`config.mk`:
```
export PLATFORM = sky130hd
export DESIGN_NAME = llk_line_lock
export DESIGN_NICKNAME = d
export VERILOG_FILES = /design/src/rtl/llk_pkg.sv /design/src/rtl/llk_sync_slicer.sv /design/src/rtl/llk_line_nco.sv /design/src/rtl/llk_loop_filter.sv /design/src/rtl/llk_phase_lock.sv /design/src/rtl/llk_line_lock.sv
export SDC_FILE = /design/constraint.sdc
export NUM_CORES = 1
export LEC_CHECK = 0
export BUFFER_PORTS_ARGS = -buffer_cell sky130_fd_sc_hd__buf_2
export CAP_MARGIN = 40
export CORE_AREA = 2 2 163 165
export CTS_CLUSTER_SIZE = 40
export DETAILED_ROUTE_END_ITERATION = 8
export DIE_AREA = 0 0 165 167
export GPL_TIMING_DRIVEN = 0
export PLACE_DENSITY = 0.6
export SETUP_SLACK_MARGIN = 0.1
export SYNTH_ARGS = -nofsm -noshare
export SYNTH_HDL_FRONTEND = slang
export SYNTH_SLANG_ARGS = --single-unit
```
`constraint.sdc`:
```
create_clock -name clk -period 2.45 [get_ports clk]
set_clock_uncertainty 0.05 [all_clocks]
set_input_delay 0.1225 -clock clk [delete_from_list [all_inputs] [get_ports clk]]
set_output_delay 0.1225 -clock clk [all_outputs]
set_load 0.03 [all_outputs]
```
`src/rtl/llk_pkg.sv`:
```
package llk_pkg;

  typedef enum logic {
    STD_50HZ = 1'b0,
    STD_60HZ = 1'b1
  } line_std_e;

  function automatic int unsigned tenth_of(input int unsigned n);
    return n / 10;
  endfunction

endpackage

```
`src/rtl/llk_sync_slicer.sv`:
```
module llk_sync_slicer #(
  parameter int LW = 8
) (
  input  logic          clk,
  input  logic          rst_n,
  input  logic          en,
  input  logic [LW-1:0] luma,
  input  logic [LW-1:0] lvl,
  output logic          fall
);

  logic below;
  logic below_q;
  logic below_n;

  assign below = (luma < lvl);

  always_comb begin
    below_n = below_q;
    if (en) below_n = below;
  end

  // held high in reset so a low first sample is not an edge
  always_ff @(posedge clk or negedge rst_n) begin
    if (!rst_n) below_q <= 1'b1;
    else        below_q <= below_n;
  end

  assign fall = en & below & ~below_q;

endmodule

```
`src/rtl/llk_line_nco.sv`:
```
module llk_line_nco #(
  parameter int CNTW = 10,
  parameter int FRAC = 12,
  parameter int IW   = 13
) (
  input  logic            clk,
  input  logic            rst_n,
  input  logic            en,
  input  logic [CNTW-1:0] modulus,
  input  logic [IW-1:0]   inc,
  output logic            line_start,
  output logic [CNTW-1:0] line_pos
);

  localparam int AW = CNTW + FRAC;

  logic [AW-1:0] acc_q;
  logic [AW-1:0] acc_n;
  logic [AW:0]   sum;
  logic [AW:0]   span;
  logic [AW:0]   rem;
  logic          wrap;

  always_comb begin
    span  = {1'b0, modulus, {FRAC{1'b0}}};
    sum   = {1'b0, acc_q} + (AW+1)'(inc);
    rem   = sum - span;
    wrap  = en && (sum >= span);
    acc_n = acc_q;
    if (en) acc_n = wrap ? rem[AW-1:0] : sum[AW-1:0];
  end

  always_ff @(posedge clk or negedge rst_n) begin
    if (!rst_n) begin
      acc_q      <= '0;
      line_start <= 1'b0;
    end else begin
      acc_q      <= acc_n;
      line_start <= wrap;
    end
  end

  assign line_pos = acc_q[AW-1:FRAC];


  no_double_wrap_chk: assert property (@(posedge clk) disable iff (!rst_n)
    line_start |=> !line_start);

endmodule

```
`src/rtl/llk_loop_filter.sv`:
```
module llk_loop_filter #(
  parameter int EW   = 11,
  parameter int FRAC = 12,
  parameter int SHW  = 4,
  parameter int IW   = 13
) (
  input  logic                 clk,
  input  logic                 rst_n,
  input  logic                 upd,
  input  logic                 hold,
  input  logic signed [EW-1:0] err,
  input  logic [SHW-1:0]       kp_sh,
  input  logic [SHW-1:0]       ki_sh,
  output logic [IW-1:0]        freq_word
);

  localparam int XW  = EW + FRAC + 2;
  localparam int LIM = 2 ** (FRAC - 1);
  localparam int NOM = 2 ** FRAC;
  localparam logic signed [XW:0]   LIM_P = (XW+1)'(LIM);
  localparam logic signed [XW:0]   LIM_M = -((XW+1)'(LIM));
  localparam logic signed [XW-1:0] NOM_X = XW'(NOM);

  logic signed [XW-1:0] integ_q, integ_n;
  logic signed [XW-1:0] u_q, u_n;
  logic signed [XW-1:0] scaled, p_term, i_term;
  logic signed [XW:0]   i_sum, u_sum;
  logic signed [XW-1:0] word_x;

  function automatic logic signed [XW-1:0] clip(input logic signed [XW:0] v);
    if (v > LIM_P)      return $signed(LIM_P[XW-1:0]);
    else if (v < LIM_M) return $signed(LIM_M[XW-1:0]);
    else                return $signed(v[XW-1:0]);
  endfunction

  always_comb begin
    scaled  = $signed({{(XW-EW){err[EW-1]}}, err}) <<< FRAC;
    p_term  = scaled >>> kp_sh;
    i_term  = scaled >>> ki_sh;
    i_sum   = $signed({integ_q[XW-1], integ_q}) + $signed({i_term[XW-1], i_term});
    integ_n = integ_q;
    u_n     = u_q;
    u_sum   = '0;
    if (upd) begin
      integ_n = clip(i_sum);
      u_sum   = $signed({integ_n[XW-1], integ_n}) + $signed({p_term[XW-1], p_term});
      u_n     = clip(u_sum);
    end else if (hold) begin
      u_n = integ_q;
    end
  end

  always_ff @(posedge clk or negedge rst_n) begin
    if (!rst_n) begin
      integ_q <= '0;
      u_q     <= '0;
    end else begin
      integ_q <= integ_n;
      u_q     <= u_n;
    end
  end

  assign word_x    = NOM_X - u_q;
  assign freq_word = word_x[IW-1:0];


  freq_range_chk: assert property (@(posedge clk) disable iff (!rst_n)
    (int'(freq_word) >= NOM - LIM) && (int'(freq_word) <= NOM + LIM));


  hold_uses_integ_chk: assert property (@(posedge clk) disable iff (!rst_n)
    (hold && !upd) |=> (u_q == $past(integ_q)));

endmodule

```
`src/rtl/llk_phase_lock.sv`:
```
module llk_phase_lock #(
  parameter int CNTW         = 10,
  parameter int EW           = 11,
  parameter int WINW         = 8,
  parameter int LOCK_LINES   = 16,
  parameter int UNLOCK_LINES = 4
) (
  input  logic                 clk,
  input  logic                 rst_n,
  input  logic                 en,
  input  logic                 fall,
  input  logic                 line_start,
  input  logic [CNTW-1:0]      line_pos,
  input  logic [CNTW-1:0]      modulus,
  input  logic [CNTW-1:0]      half,
  input  logic [CNTW-1:0]      tenth,
  input  logic [CNTW-1:0]      tmo_lim,
  input  logic [WINW-1:0]      win,
  output logic                 accept,
  output logic signed [EW-1:0] err,
  output logic                 tmo,
  output logic                 locked,
  output logic                 pseudo_seen
);

  localparam int GCW = $clog2(LOCK_LINES + 1);
  localparam int BCW = $clog2(UNLOCK_LINES + 1);

  logic [EW-1:0]   mag;
  logic            reject, pseudo, in_win, line_evt;
  logic [CNTW-1:0] tcnt_q, tcnt_n;
  logic [GCW-1:0]  good_q, good_n;
  logic [BCW-1:0]  bad_q, bad_n;
  logic            locked_n;
  logic            pend_q, pend_n, seen_n;

  always_comb begin
    if (line_pos < half) err = $signed({1'b0, line_pos});
    else                 err = $signed({1'b0, line_pos}) - $signed({1'b0, modulus});
    mag      = err[EW-1] ? EW'(-err) : EW'(err);
    reject   = locked && (int'(mag) > int'(tenth));
    accept   = fall && !reject;
    pseudo   = fall && reject;
    tmo      = en && !accept && (tcnt_q >= tmo_lim - CNTW'(1));
    in_win   = accept && (int'(mag) <= int'(win));
    line_evt = accept || tmo;
  end

  // timeout counter: enabled samples since the last accepted edge
  always_comb begin
    tcnt_n = tcnt_q;
    if (en) begin
      if (line_evt) tcnt_n = '0;
      else          tcnt_n = tcnt_q + CNTW'(1);
    end
  end

  // lock qualification
  always_comb begin
    good_n = good_q;
    bad_n  = bad_q;
    if (line_evt) begin
      if (in_win) begin
        bad_n = '0;
        if (int'(good_q) < LOCK_LINES) good_n = good_q + GCW'(1);
      end else begin
        good_n = '0;
        if (int'(bad_q) < UNLOCK_LINES) bad_n = bad_q + BCW'(1);
      end
    end
    if (locked) locked_n = (int'(bad_n) < UNLOCK_LINES);
    else        locked_n = (int'(good_n) >= LOCK_LINES);
  end

  // per-line pseudo-sync report
  always_comb begin
    pend_n = pend_q | pseudo;
    seen_n = pseudo_seen;
    if (line_start) begin
      seen_n = pend_q | pseudo;
      pend_n = 1'b0;
    end
  end

  always_ff @(posedge clk or negedge rst_n) begin
    if (!rst_n) begin
      tcnt_q      <= '0;
      good_q      <= '0;
      bad_q       <= '0;
      locked      <= 1'b0;
      pend_q      <= 1'b0;
      pseudo_seen <= 1'b0;
    end else begin
      tcnt_q      <= tcnt_n;
      good_q      <= good_n;
      bad_q       <= bad_n;
      locked      <= locked_n;
      pend_q      <= pend_n;
      pseudo_seen <= seen_n;
    end
  end


  lock_rise_on_edge_chk: assert property (@(posedge clk) disable iff (!rst_n)
    $rose(locked) |-> $past(accept));


  lock_fall_on_event_chk: assert property (@(posedge clk) disable iff (!rst_n)
    $fell(locked) |-> $past(tmo || fall));


  flag_moves_at_line_chk: assert property (@(posedge clk) disable iff (!rst_n)
    !line_start |=> $stable(pseudo_seen));

endmodule

```
`src/rtl/llk_line_lock.sv`:
```
module llk_line_lock #(
  parameter int LW           = 8,
  parameter int FRAC         = 12,
  parameter int SHW          = 4,
  parameter int WINW         = 8,
  parameter int LINE_50      = 432,
  parameter int LINE_60      = 429,
  parameter int LOCK_LINES   = 16,
  parameter int UNLOCK_LINES = 4
) (
  input  logic                                  clk,
  input  logic                                  rst_n,
  input  logic                                  smp_en,
  input  logic [LW-1:0]                         luma,
  input  logic [LW-1:0]                         slice_lvl,
  input  logic                                  std60,
  input  logic [SHW-1:0]                        kp_shift,
  input  logic [SHW-1:0]                        ki_shift,
  input  logic [WINW-1:0]                       lock_win,
  output logic                                  line_start,
  output logic [$clog2((LINE_50*3)/2+1)-1:0]    line_pos,
  output logic [FRAC:0]                         freq_word,
  output logic                                  locked,
  output logic                                  pseudo_seen
);

  localparam int CNTW = $clog2((LINE_50 * 3) / 2 + 1);
  localparam int EW   = CNTW + 1;
  localparam int IW   = FRAC + 1;

  localparam logic [CNTW-1:0] MOD_50   = CNTW'(LINE_50);
  localparam logic [CNTW-1:0] MOD_60   = CNTW'(LINE_60);
  localparam logic [CNTW-1:0] HALF_50  = CNTW'(LINE_50 / 2);
  localparam logic [CNTW-1:0] HALF_60  = CNTW'(LINE_60 / 2);
  localparam logic [CNTW-1:0] TENTH_50 = CNTW'(llk_pkg::tenth_of(LINE_50));
  localparam logic [CNTW-1:0] TENTH_60 = CNTW'(llk_pkg::tenth_of(LINE_60));
  localparam logic [CNTW-1:0] TMO_50   = CNTW'((LINE_50 * 3) / 2);
  localparam logic [CNTW-1:0] TMO_60   = CNTW'((LINE_60 * 3) / 2);

  // reset: asserted asynchronously, released on the clock
  logic [1:0] rst_sync_q;
  logic       rst_s_n;

  always_ff @(posedge clk or negedge rst_n) begin
    if (!rst_n) rst_sync_q <= 2'b00;
    else        rst_sync_q <= {rst_sync_q[0], 1'b1};
  end
  assign rst_s_n = rst_sync_q[1];

  // line standard selection
  llk_pkg::line_std_e std_sel;
  logic [CNTW-1:0]    modulus, half, tenth, tmo_lim;

  assign std_sel = llk_pkg::line_std_e'(std60);

  always_comb begin
    if (std_sel == llk_pkg::STD_60HZ) begin
      modulus = MOD_60;  half = HALF_60;  tenth = TENTH_60;  tmo_lim = TMO_60;
    end else begin
      modulus = MOD_50;  half = HALF_50;  tenth = TENTH_50;  tmo_lim = TMO_50;
    end
  end

  logic                 fall;
  logic                 accept;
  logic                 tmo;
  logic signed [EW-1:0] err;
  logic [IW-1:0]        inc;

  llk_sync_slicer #(.LW(LW)) u_slicer (
    .clk   (clk),
    .rst_n (rst_s_n),
    .en    (smp_en),
    .luma  (luma),
    .lvl   (slice_lvl),
    .fall  (fall)
  );

  llk_phase_lock #(
    .CNTW         (CNTW),
    .EW           (EW),
    .WINW         (WINW),
    .LOCK_LINES   (LOCK_LINES),
    .UNLOCK_LINES (UNLOCK_LINES)
  ) u_phase (
    .clk         (clk),
    .rst_n       (rst_s_n),
    .en          (smp_en),
    .fall        (fall),
    .line_start  (line_start),
    .line_pos    (line_pos),
    .modulus     (modulus),
    .half        (half),
    .tenth       (tenth),
    .tmo_lim     (tmo_lim),
    .win         (lock_win),
    .accept      (accept),
    .err         (err),
    .tmo         (tmo),
    .locked      (locked),
    .pseudo_seen (pseudo_seen)
  );

  llk_loop_filter #(
    .EW   (EW),
    .FRAC (FRAC),
    .SHW  (SHW),
    .IW   (IW)
  ) u_filter (
    .clk       (clk),
    .rst_n     (rst_s_n),
    .upd       (accept),
    .hold      (tmo),
    .err       (err),
    .kp_sh     (kp_shift),
    .ki_sh     (ki_shift),
    .freq_word (inc)
  );

  llk_line_nco #(
    .CNTW (CNTW),
    .FRAC (FRAC),
    .IW   (IW)
  ) u_nco (
    .clk        (clk),
    .rst_n      (rst_s_n),
    .en         (smp_en),
    .modulus    (modulus),
    .inc        (inc),
    .line_start (line_start),
    .line_pos   (line_pos)
  );

  assign freq_word = inc;

endmodule

```
=== Yosys cells after proc, flatten, opt, wreduce, memory -nomap -nowiden ===
Index checks and enable logic that the tools add are counted.

* Add/sub/neg operators: 11
* Multiply operators: 0
* Div/mod/pow operators: 0
* $lt $le $gt $ge: 14
* Eq/ne operators: 0
* Shift-type cells: 2
* Mux-type cells: 23
* Bitwise gates (word level): 4
* Reduce and logical (&&, ||, !) cells: 11

{| class="wikitable"
|+ Operator list
! operator !! count
|-
| 2-to-1 mux 25 bit || 3
|-
| adder 25 x 25 -> 26 bit || 2
|-
| > comparator 26 x 13 -> 1 bit (second input constant) || 2
|-
| less-than comparator 26 x 12 -> 1 bit (second input constant) || 2
|-
| 2-to-1 mux 13 bit || 4
|-
| >>> shifter 23 x 4 -> 25 bit || 2
|-
| adder 22 x 13 -> 23 bit || 1
|-
| greater-or-equal comparator 23 x 21 -> 1 bit || 1
|-
| 2-to-1 mux 11 bit || 2
|-
| 2-to-1 mux 22 bit || 1
|-
| subtractor 22 x 21 -> 22 bit || 1
|-
| 2-to-1 mux 5 bit || 4
|-
| subtractor 13 bit (first input constant) || 1
|-
| > comparator 11 x 6 -> 1 bit || 1
|-
| less-or-equal comparator 11 x 8 -> 1 bit || 1
|-
| negation 11 bit || 1
|-
| subtractor 10 x 9 -> 11 bit || 1
|-
| adder 10 x 1 -> 10 bit (second input constant) || 1
|-
| greater-or-equal comparator 10 bit || 1
|-
| less-than comparator 10 x 8 -> 1 bit || 1
|-
| 2-to-1 mux 10 bit || 1
|-
| subtractor 10 x 1 -> 10 bit (second input constant) || 1
|-
| 2-to-1 mux 3 bit || 3
|-
| less-than comparator 8 bit || 1
|-
| other kinds (14) || 26
|}

* Bits in registers: 85
* Bits in latches: 0
* Memory bits (writable): 0
* Memory bits (read-only): 0
* Input bits: 36
* Logic and storage cells: 77
* Memories: 0

=== Longest topological paths before layout ===
Gate-level depths: netlist of run 1.

* Depth after elaboration: 16
* Depth in mapped cells: 38

=== By module ===
From an unflattened synthesis of run 1, not the netlist that was laid out.

* Cell total of the unflattened synthesis: 1,690
* Area, all modules: 12,613.3 µm²

{| class="wikitable"
|+ By module, submodules not included
! module !! times used !! cells each !! area an instance (µm²) !! seq. area each (µm²)
|-
| llk_loop_filter || 1 || 961 || 6,698.9 || 950.9
|-
| llk_phase_lock || 1 || 400 || 3,121.7 || 525.5
|-
| llk_line_nco || 1 || 297 || 2,487.4 || 575.6
|-
| llk_sync_slicer || 1 || 27 || 244.0 || 26.3
|-
| llk_line_lock || 1 || 5 || 61.3 || 50.0
|}

=== Worst setup path before layout of run 1 ===
Ideal clock, no wire load.

* Path type: flip-flop to flip-flop
* Start: register u_nco.acc_q[15]
* End: register u_filter.u_q[0]
* Library setup time: 0.080 ns
* Arrival: 7.877 ns
* Path slack: -5.557 ns
* Cell stages (with the launch flop): 37
* Buffers on the path: 5
* Period minus slack after synthesis: 8.007 ns
* Cell sequence: dfrtp_1 > ha_1 > nand2b_1 > nand4_1 > o21a_1 > buf_2 > o21ai_0 > and2_1 > clkbuf_1 > mux2i_1 > mux2_2 > mux2i_1 > o21ai_0 > ha_1 > clkbuf_1 > nand3_1 > o2111ai_1 > a221oi_4 > o21ai_2 > a21oi_2 > o221a_2 > nor4_2 > nand3_1 > clkbuf_1 > a21boi_0 > ha_1 > a211oi_1 > o21bai_1 > a211o_1 > a2111oi_0 > o21ai_1 > a2111oi_0 > nand4_1 > a2111oi_2 > o21ai_2 > buf_6 > o22ai_2

* Cells in the longest elaborated chain, start to end: 13
* Elaborated cells between the ends (all ways): 27
* Those cells by class: 4 x add/sub; 6 x order compare; 2 x shift; 8 x mux; 7 x reduce/logical

{| class="wikitable"
|+ RTL lines
! element !! RTL line !! text
|-
| start: declaration || llk_line_nco.sv:17 || <nowiki>logic [AW-1:0] acc_q;</nowiki>
|-
| start signal: assignment || llk_line_nco.sv:38 || <nowiki>acc_q <= acc_n;</nowiki>
|-
| subtractor 10 x 9 -> 11 bit / less-than comparator 10 x 8 -> 1 bit (equally long branches) || llk_phase_lock.sv:39, llk_phase_lock.sv:38 ||
|-
| 2-to-1 mux 11 bit * || llk_phase_lock.sv:38 || <nowiki>if (line_pos < half) err = $signed({1'b0, line_pos});</nowiki>
|-
| >>> shifter 23 x 4 -> 25 bit || llk_loop_filter.sv:39 || <nowiki>i_term = scaled >>> ki_sh;</nowiki>
|-
| adder 25 x 25 -> 26 bit || llk_loop_filter.sv:40 || <nowiki>i_sum = $signed({integ_q[XW-1], integ_q}) + $signed({i_term[XW-1], i_term});</nowiki>
|-
| less-than comparator 26 x 12 -> 1 bit || llk_loop_filter.sv:32 || <nowiki>else if (v < LIM_M) return $signed(LIM_M[XW-1:0]);</nowiki>
|-
| 2-to-1 mux 25 bit || llk_loop_filter.sv:32 ||
|-
| 2-to-1 mux 25 bit || llk_loop_filter.sv:31 || <nowiki>if (v > LIM_P) return $signed(LIM_P[XW-1:0]);</nowiki>
|-
| 2-to-1 mux 25 bit || llk_loop_filter.sv:44 || <nowiki>if (upd) begin</nowiki>
|-
| adder 25 x 25 -> 26 bit || llk_loop_filter.sv:46 || <nowiki>u_sum = $signed({integ_n[XW-1], integ_n}) + $signed({p_term[XW-1], p_term});</nowiki>
|-
| less-than comparator 26 x 12 -> 1 bit || llk_loop_filter.sv:32 ||
|-
| 2-to-1 mux 13 bit || llk_loop_filter.sv:32 ||
|-
| 2-to-1 mux 13 bit || llk_loop_filter.sv:31 ||
|-
| 2-to-1 mux 13 bit || llk_loop_filter.sv:44 ||
|-
| end signal: assignment || llk_loop_filter.sv:59 || <nowiki>u_q <= u_n;</nowiki>
|-
| end: declaration || llk_loop_filter.sv:25 || <nowiki>logic signed [XW-1:0] u_q, u_n;</nowiki>
|}

Mark *: on every way between the ends. The rest lies on a longest branch, timed or not. The select of a mux whose other input is x is not followed.
A chain may end at the register's enable or synchronous reset.

=== Final worst setup path of run 1 ===
Same ends and word-level chain as after synthesis.

==> flow_summary.json, run 1 <==
{
  "drive_gt1_share_pct": 39.4,
  "worstSetupEndpointType": "register",
  "tightest_slew_ns": 1.07,
  "synthTopCellsByArea": "dfrtp_1 (18%), ha_1 (11%), a21oi_1 (4.8%)",
  "viasPerCell": 6.14,
  "synth_common_cells": "a21oi_1 (109), nor2_1 (109), nand2_1 (105)",
  "synth_cells": 1431,
  "synth-async-reset-ratio_pct": 100,
  "grt_max_degree": 54,
  "numCtsBuffers": 9,
  "reg2reg_depth": 40,
  "rrSetupSlack_ns": -6.07,
  "placedCellCount": 1825,
  "syn_to_final_growth_pct": 44.6,
  "ys_seq_area_share_pct": 18.6,
  "violations": "negative setup slack",
  "cts_buffer_depth": 2,
  "wl_per_cell_um": 20.3,
  "antenna_found_initial": 1,
  "yosysTopAreaCell": "dfrtp_1",
  "yosys_warnings": 0,
  "slew-limit-headroom_pct": 28.9,
  "nFillCells": 2083,
  "finalHoldViolCount": 0,
  "syn_area_mm2": 0.0114,
  "io_buffers": 56,
  "grt_usage_pct": 27.7,
  "dieArea_mm2": 0.0276,
  "multiInputGateArea_mm2": 0.0110,
  "final_util_pct": 64.1,
  "cp_common_cell": "buf_4",
  "post-route-min-period_ns": 8.52,
  "rr_endpoint": "u_filter.u_q[0]",
  "hpwl_mm": 28.5,
  "max_freq_ghz": 0.117,
  "cts_max_level": 3,
  "ff_latch_area_mm2": 0.00215,
  "synth_edf_count": 0,
  "cts_root_buf": "clkbuf_16",
  "finalCritPeriodShare_pct": 348,
  "hold_depth": 4,
  "slowest_stage": "a2111o_1",
  "drt_first_pass_iters": 5,
  "clock_latency_ns": 0.37,
  "hold_path_end": "u_slicer.below_q",
  "worst-path-max-fanout": 7,
  "crit_path_start_kind": "register",
  "hold_path.class": "in -> reg",
  "grt_pass1_vias": 11500,
  "synth_nets": 1569,
  "yosys.area.top_type_share_pct": 18.4,
  "drtIter0Drc": 1009,
  "min-delay-start": "luma[7]",
  "clk_pin_slew_ns": 0.08,
  "required_ns": 2.69,
  "yosysUniqueCellTypes": 96,
  "drcViolationCount": 0,
  "slew_viol_final": 0,
  "gp_congestion": 0.951,
  "ios": 62,
  "maxCapViolCount": 0,
  "wirelength_mm": 40.8,
  "fin_nets": 1809,
  "syn_avg_cell_area_um2": 7.98,
  "grt_overflow": 0,
  "finalSetupViolCount": 75,
  "layout_setup_ws_ns": -6.07,
  "clock-sinks": 85,
  "max_stage_delay_ns": 0.48,
  "grt_setup_unrepaired": "yes",
  "drtAntennaViolNets": 0,
  "coreArea_mm2": 0.0258,
  "synth-main-ff-cell": "dfrtp_1",
  "worstReg2RegStart": "u_nco.acc_q[15]",
  "fin_cells": 2012,
  "cts_tree": "yes",
  "initial_utilization_pct": 44.3,
  "via_count": 12400,
  "synth-seq-cells": 85,
  "row_count": 59,
  "worst-setup-path-type": "reg -> reg",
  "setup_tns_ns": -228.04,
  "crit_arrival_ns": 8.76,
  "grt_pass1_wl_mm": 61.2,
  "status": "finished, violations left",
  "die_y_um": 167,
  "fp.dieW_um": 165
}
## routing by layer
layer  up-vias  part of all wire, %  track usage, %
met4         0                  3.4            8.85
met2       410                   50            48.6
met3       102                  4.6            3.16
met1      5973                   42            35.3
li1       5872                    -               -
met5         -                    0               0
## sequential cells by signal, indices dropped and copies added, names as in the netlist, 2 cells and up, named ones only
register,cells
u_filter.integ_q,25
u_filter.u_q,13
rst_sync_q,2
u_phase.bad_q,3
u_nco.acc_q,22
u_phase.tcnt_q,10
## layout make-up
| class | instances | share of cell area (%) |
|---|---|---|
| diodes | 1 | 0.0152 |
| plain buffers | 85 | 3.27 |
| well taps | 335 | 2.54 |
| multi-input cells | 1196 | 66.7 |
| repair buffers | 231 | 11.1 |
| clock inverters | 7 | 0.508 |
| clock buffers | 9 | 1.36 |
| inverters | 63 | 1.50 |
| flip-flops and latches | 85 | 13.0 |
## cell families after synthesis
logic type      Yosys count  share of synthesized area, %
buf+inv                 150                          5.65
other cells               1                        0.0328
fa+ha+maj               102                          11.4
xor+xnor                 82                          6.41
flops                    85                          18.6
mux                      85                          8.15
compound gates          486                          30.7
simple gates            440                          19.1
## how the worst max path moves through the flow
stage	start	endpoint	slack [ns]	depth (start not counted)
2_1_floorplan	u_nco.acc_q[15]	u_filter.u_q[0]	-4.96	36
3_3_place_gp	std60	u_filter.u_q[0]	-7.37	35
3_5_place_dp	std60	u_filter.u_q[0]	-7.41	35
4_1_cts	u_nco.acc_q[15]	u_filter.u_q[9]	-5.88	37
5_1_grt	u_nco.acc_q[15]	u_filter.u_q[8]	-6.31	39
6_report	u_nco.acc_q[15]	u_filter.u_q[0]	-6.07	40
## critical path, delay by kind of cell, from the launching register on
family / cells / cell delay [ns]
adder cells (fa/ha/maj): 3 / 0.75
AND/OR/NAND/NOR: 10 / 1.69
buffers and inverters: 9 / 1.56
flip-flops: 1 / 0.44
multiplexers: 2 / 0.33
AO/OA/AOI/OAI: 15 / 3.21
XOR/XNOR: 1 / 0.38
## timing repair
| action | in CTS | in global routing |
|---|---|---|
| setup endpoints to repair | 79 | 81 |
| setup buffers | 93 | 74 |
| resized for setup | 276 | 204 |
| hold buffers | 2 | 0 |
| cloned | 5 | 2 |
| hold endpoints to repair | 2 | 0 |
| pin swaps | 108 | 115 |
## through the flow
| stage | hold slack, ns | worst slack, ns | area, µm² |
|---|---|---|---|
| 5_1_grt | 0.188 | -6.31 | 16500 |
| 3_5_place_dp | -0.140 | -7.41 | 12800 |
| 3_3_place_gp | -0.141 | -7.37 | 12700 |
| 6_report | 0.158 | -6.07 | 16500 |
| 2_1_floorplan | -0.223 | -4.96 | 12000 |
| 4_1_cts | 0.165 | -5.88 | 15000 |
## layout by cell type, fill, tap and decap left out, types with 13 or more instances in the layout
cell        n
buf_6      54
o21ai_4    13
nor2_1     91
a21oi_1    70
xor2_1     30
buf_4     138
nand3_1    33
mux2i_1    43
o21ai_2    15
a21oi_4    18
mux2_2     15
dfrtp_1    72
o21a_1     30
o21ai_0    51
xnor2_1    31
nor3_1     20
inv_1      54
nand4_1    31
nand2_1    92
clkbuf_1   41
a21oi_2    24
and2_1     16
o211ai_1   21
ha_1       62
a21o_1     32
buf_2      54
o21ai_1    17
nand2b_1   16
ha_4       27
o221a_2    13
Power of run 1 is left out: the tool's default activity adds up to more than one toggle a clock period on the data nets, which glitch-free logic cannot reach.
==> run 2, diff against run 1 <==
--- a/config.mk
+++ b/config.mk
@@ -5,12 +5,13 @@
 export SDC_FILE = /design/constraint.sdc
 export NUM_CORES = 1
 export LEC_CHECK = 0
+export ABC_AREA = 1
 export BUFFER_PORTS_ARGS = -buffer_cell sky130_fd_sc_hd__buf_2
 export CAP_MARGIN = 40
-export CORE_AREA = 2 2 163 165
+export CORE_AREA = 2 2 161 163
 export CTS_CLUSTER_SIZE = 40
 export DETAILED_ROUTE_END_ITERATION = 8
-export DIE_AREA = 0 0 165 167
+export DIE_AREA = 0 0 163 165
 export GPL_TIMING_DRIVEN = 0
 export PLACE_DENSITY = 0.6
 export SETUP_SLACK_MARGIN = 0.1
==> flow_summary.json, run 2 <==
{
  "status": "finished, violations left",
  "violations": "negative setup slack",
  "antenna_found_initial": 0,
  "slowest_stage": "dfrtp_2",
  "reg2reg_depth": 49,
  "grt_usage_pct": 27.7,
  "synth_common_cells": "nand2_1 (554), inv_1 (238), nor2_1 (177)",
  "syn_avg_cell_area_um2": 6.00,
  "endpoint": "u_filter.u_q[7]",
  "wl_per_cell_um": 16.1,
  "grt_pass1_wl_mm": 59.5,
  "final_common_cell": "nand2_1",
  "yosys.area.top_type_share_pct": 18.9,
  "crit_path_start_kind": "register",
  "yosysTopAreaCell": "dfrtp_1",
  "ys_seq_area_share_pct": 19.1,
  "synth_nets": 1989,
  "cts_buffer_depth": 2,
  "finalCritPeriodShare_pct": 289,
  "mostFrequentLayoutCells": "nand2_1 (430), inv_1 (203), nor2_1 (121)",
  "hpwl_mm": 28.4,
  "clk_pin_slew_ns": 0.08,
  "fin_cells": 2378,
  "placedCellCount": 2239,
  "yosysMostFrequentCell": "nand2_1",
  "syn_area_mm2": 0.0111,
  "required_ns": 2.68,
  "slew_viol_final": 0,
  "io_buffers": 57,
  "drtIter0Drc": 907,
  "initial_utilization_pct": 44.4,
  "via_count": 12700,
  "clock-sinks": 85,
  "cts_root_buf": "clkbuf_16",
  "grt_pass1_vias": 12000,
  "crit_arrival_ns": 7.32,
  "regMostFlops": "u_filter.integ_q",
  "synth-main-ff-cell": "dfrtp_1",
  "largest_registers": "u_filter.integ_q x25, u_nco.acc_q x22, u_filter.u_q x13",
  "slew-limit-headroom_pct": 46.0,
  "cts_max_level": 3,
  "synth-async-reset-ratio_pct": 100,
  "numCtsBuffers": 9,
  "yosys_warnings": 0,
  "drive_gt1_share_pct": 35.4,
  "coreArea_mm2": 0.0250,
  "worst-path-max-fanout": 7,
  "crit_start": "u_nco.acc_q[14]",
  "setup_tns_ns": -164.41,
  "worst-setup-path-type": "reg -> reg",
  "largest_reg_flops": 25,
  "dieArea_mm2": 0.0269,
  "finalHoldViolCount": 0,
  "max_freq_ghz": 0.141,
  "syn_to_final_growth_pct": 43.5,
  "clock_latency_ns": 0.37,
  "hold_path.class": "in -> async",
  "synthTopCellsByArea": "dfrtp_1 (19%), nand2_1 (19%), ha_1 (11%)",
  "grt_max_degree": 63,
  "worstReg2RegStart": "u_nco.acc_q[14]",
  "finalSetupViolCount": 72,
  "final_util_pct": 63.7,
  "synth_cells": 1851,
  "viasPerCell": 5.35,
  "fp.dieW_um": 163,
  "worstSetupEndpointType": "register",
  "cp_common_cell": "nand2_2",
  "diodes": 0,
  "post-route-min-period_ns": 7.08,
  "tightest_slew_ns": 0.807,
  "max_stage_delay_ns": 0.44,
  "die_y_um": 165,
  "rrSetupSlack_ns": -4.63,
  "drcViolationCount": 0,
  "drt_first_pass_iters": 5,
  "synth-seq-cells": 85,
  "wirelength_mm": 38.2,
  "cts_tree": "yes",
  "drtAntennaViolNets": 0,
  "grt_setup_unrepaired": "yes",
  "yosysUniqueCellTypes": 50,
  "grt_overflow": 0,
  "ios": 62,
  "gp_congestion": 0.945,
  "rr_endpoint": "u_filter.u_q[7]",
  "maxCapViolCount": 0,
  "synth_edf_count": 0,
  "fin_nets": 2181,
  "layout_setup_ws_ns": -4.63,
  "row_count": 58
}
-- run 2: cell count changes after synthesis, moves of 22 or more --
| cell | previous run | this run |
|---|---|---|
| nand2_1 | 105 | 554 |
| inv_1 | 61 | 238 |
| o21ai_0 | 77 | 161 |
| nand3_1 | 44 | 125 |
| nor2_1 | 109 | 177 |
| mux2i_1 | 48 | 4 |
| clkbuf_1 | 58 | 23 |
| a21o_1 | 34 | 5 |
| o21a_1 | 33 | 5 |
| a211oi_1 | 26 | 3 |
| and2_1 | 24 | 1 |
| mux2_2 | 22 | 0 |
-- run 2: worst min-delay path by stage --
stage	to	depth (start not counted)
after global routing	rst_sync_q[1]	2
final	rst_sync_q[0]	2
after detailed placement	rst_sync_q[0]	1
after global placement	rst_sync_q[0]	1
after CTS	rst_sync_q[1]	2
after floorplan	rst_sync_q[0]	0
-- run 2: through the flow --
stage                     setup slack (ns)  cell area [µm²]  hold slack, ns
final                                -4.63            15900          0.0100
after CTS                            -4.48            14700         0.00374
after floorplan                      -3.82            11700          -0.223
after global routing                 -4.98            15900          0.0120
after global placement               -6.13            12400          -0.142
after detailed placement             -6.06            12500          -0.140
-- run 2: layout make-up --
cell class,instances,area (µm²)
multi-input combinational,1465,10300
fill,2239,9090
sequential,85,2140
timing repair buffer,179,1380
inverter,249,982
buffer,53,413
tap,330,413
clock buffer,9,225
clock inverter,7,73.8
timing repair inverter,1,8.76
-- run 2: worst max-delay path, delay by kind of cell (launching register included) --
| family | cells | cell delay, ns |
|---|---|---|
| AO/OA/AOI/OAI | 7 | 1.19 |
| XOR/XNOR | 2 | 0.34 |
| adder cells (fa/ha/maj) | 3 | 0.80 |
| buffers and inverters | 11 | 1.24 |
| flip-flops | 1 | 0.44 |
| AND/OR/NAND/NOR | 26 | 2.90 |
-- run 2: cell families (layout without fill, tap and decap cells) --
logic type / Yosys count / after routing / synth area share [%]
XOR/XNOR: 69 / 69 / 5.44
AND/OR/NAND/NOR: 971 / 972 / 37.3
multiplexers: 4 / 4 / 0.360
AO/OA/AOI/OAI: 317 / 317 / 15.0
other: 1 / 1 / 0.0337
flip-flops: 85 / 85 / 19.1
adder cells (fa/ha/maj): 102 / 102 / 11.7
buffers and inverters: 302 / 498 / 11.0
-- run 2: repair_timing --
action / CTS / global route
buffers inserted: 96 / 34
hold buffers: 1 / 0
gates cloned: 5 / 0
pin swaps: 131 / 130
endpoints found under the setup margin: 80 / 81
endpoints found under the hold margin: 2 / 0
resized for setup: 311 / 243
-- run 2: per-layer routing --
metal	track usage, %	share of wire, %	vias up
li1	-	-	6408
met1	34.8	44	5882
met2	49.0	49	352
met3	2.76	3.9	79
met4	10.5	3.3	0
met5	0	0	-
Power of run 2 is left out for the same reason.
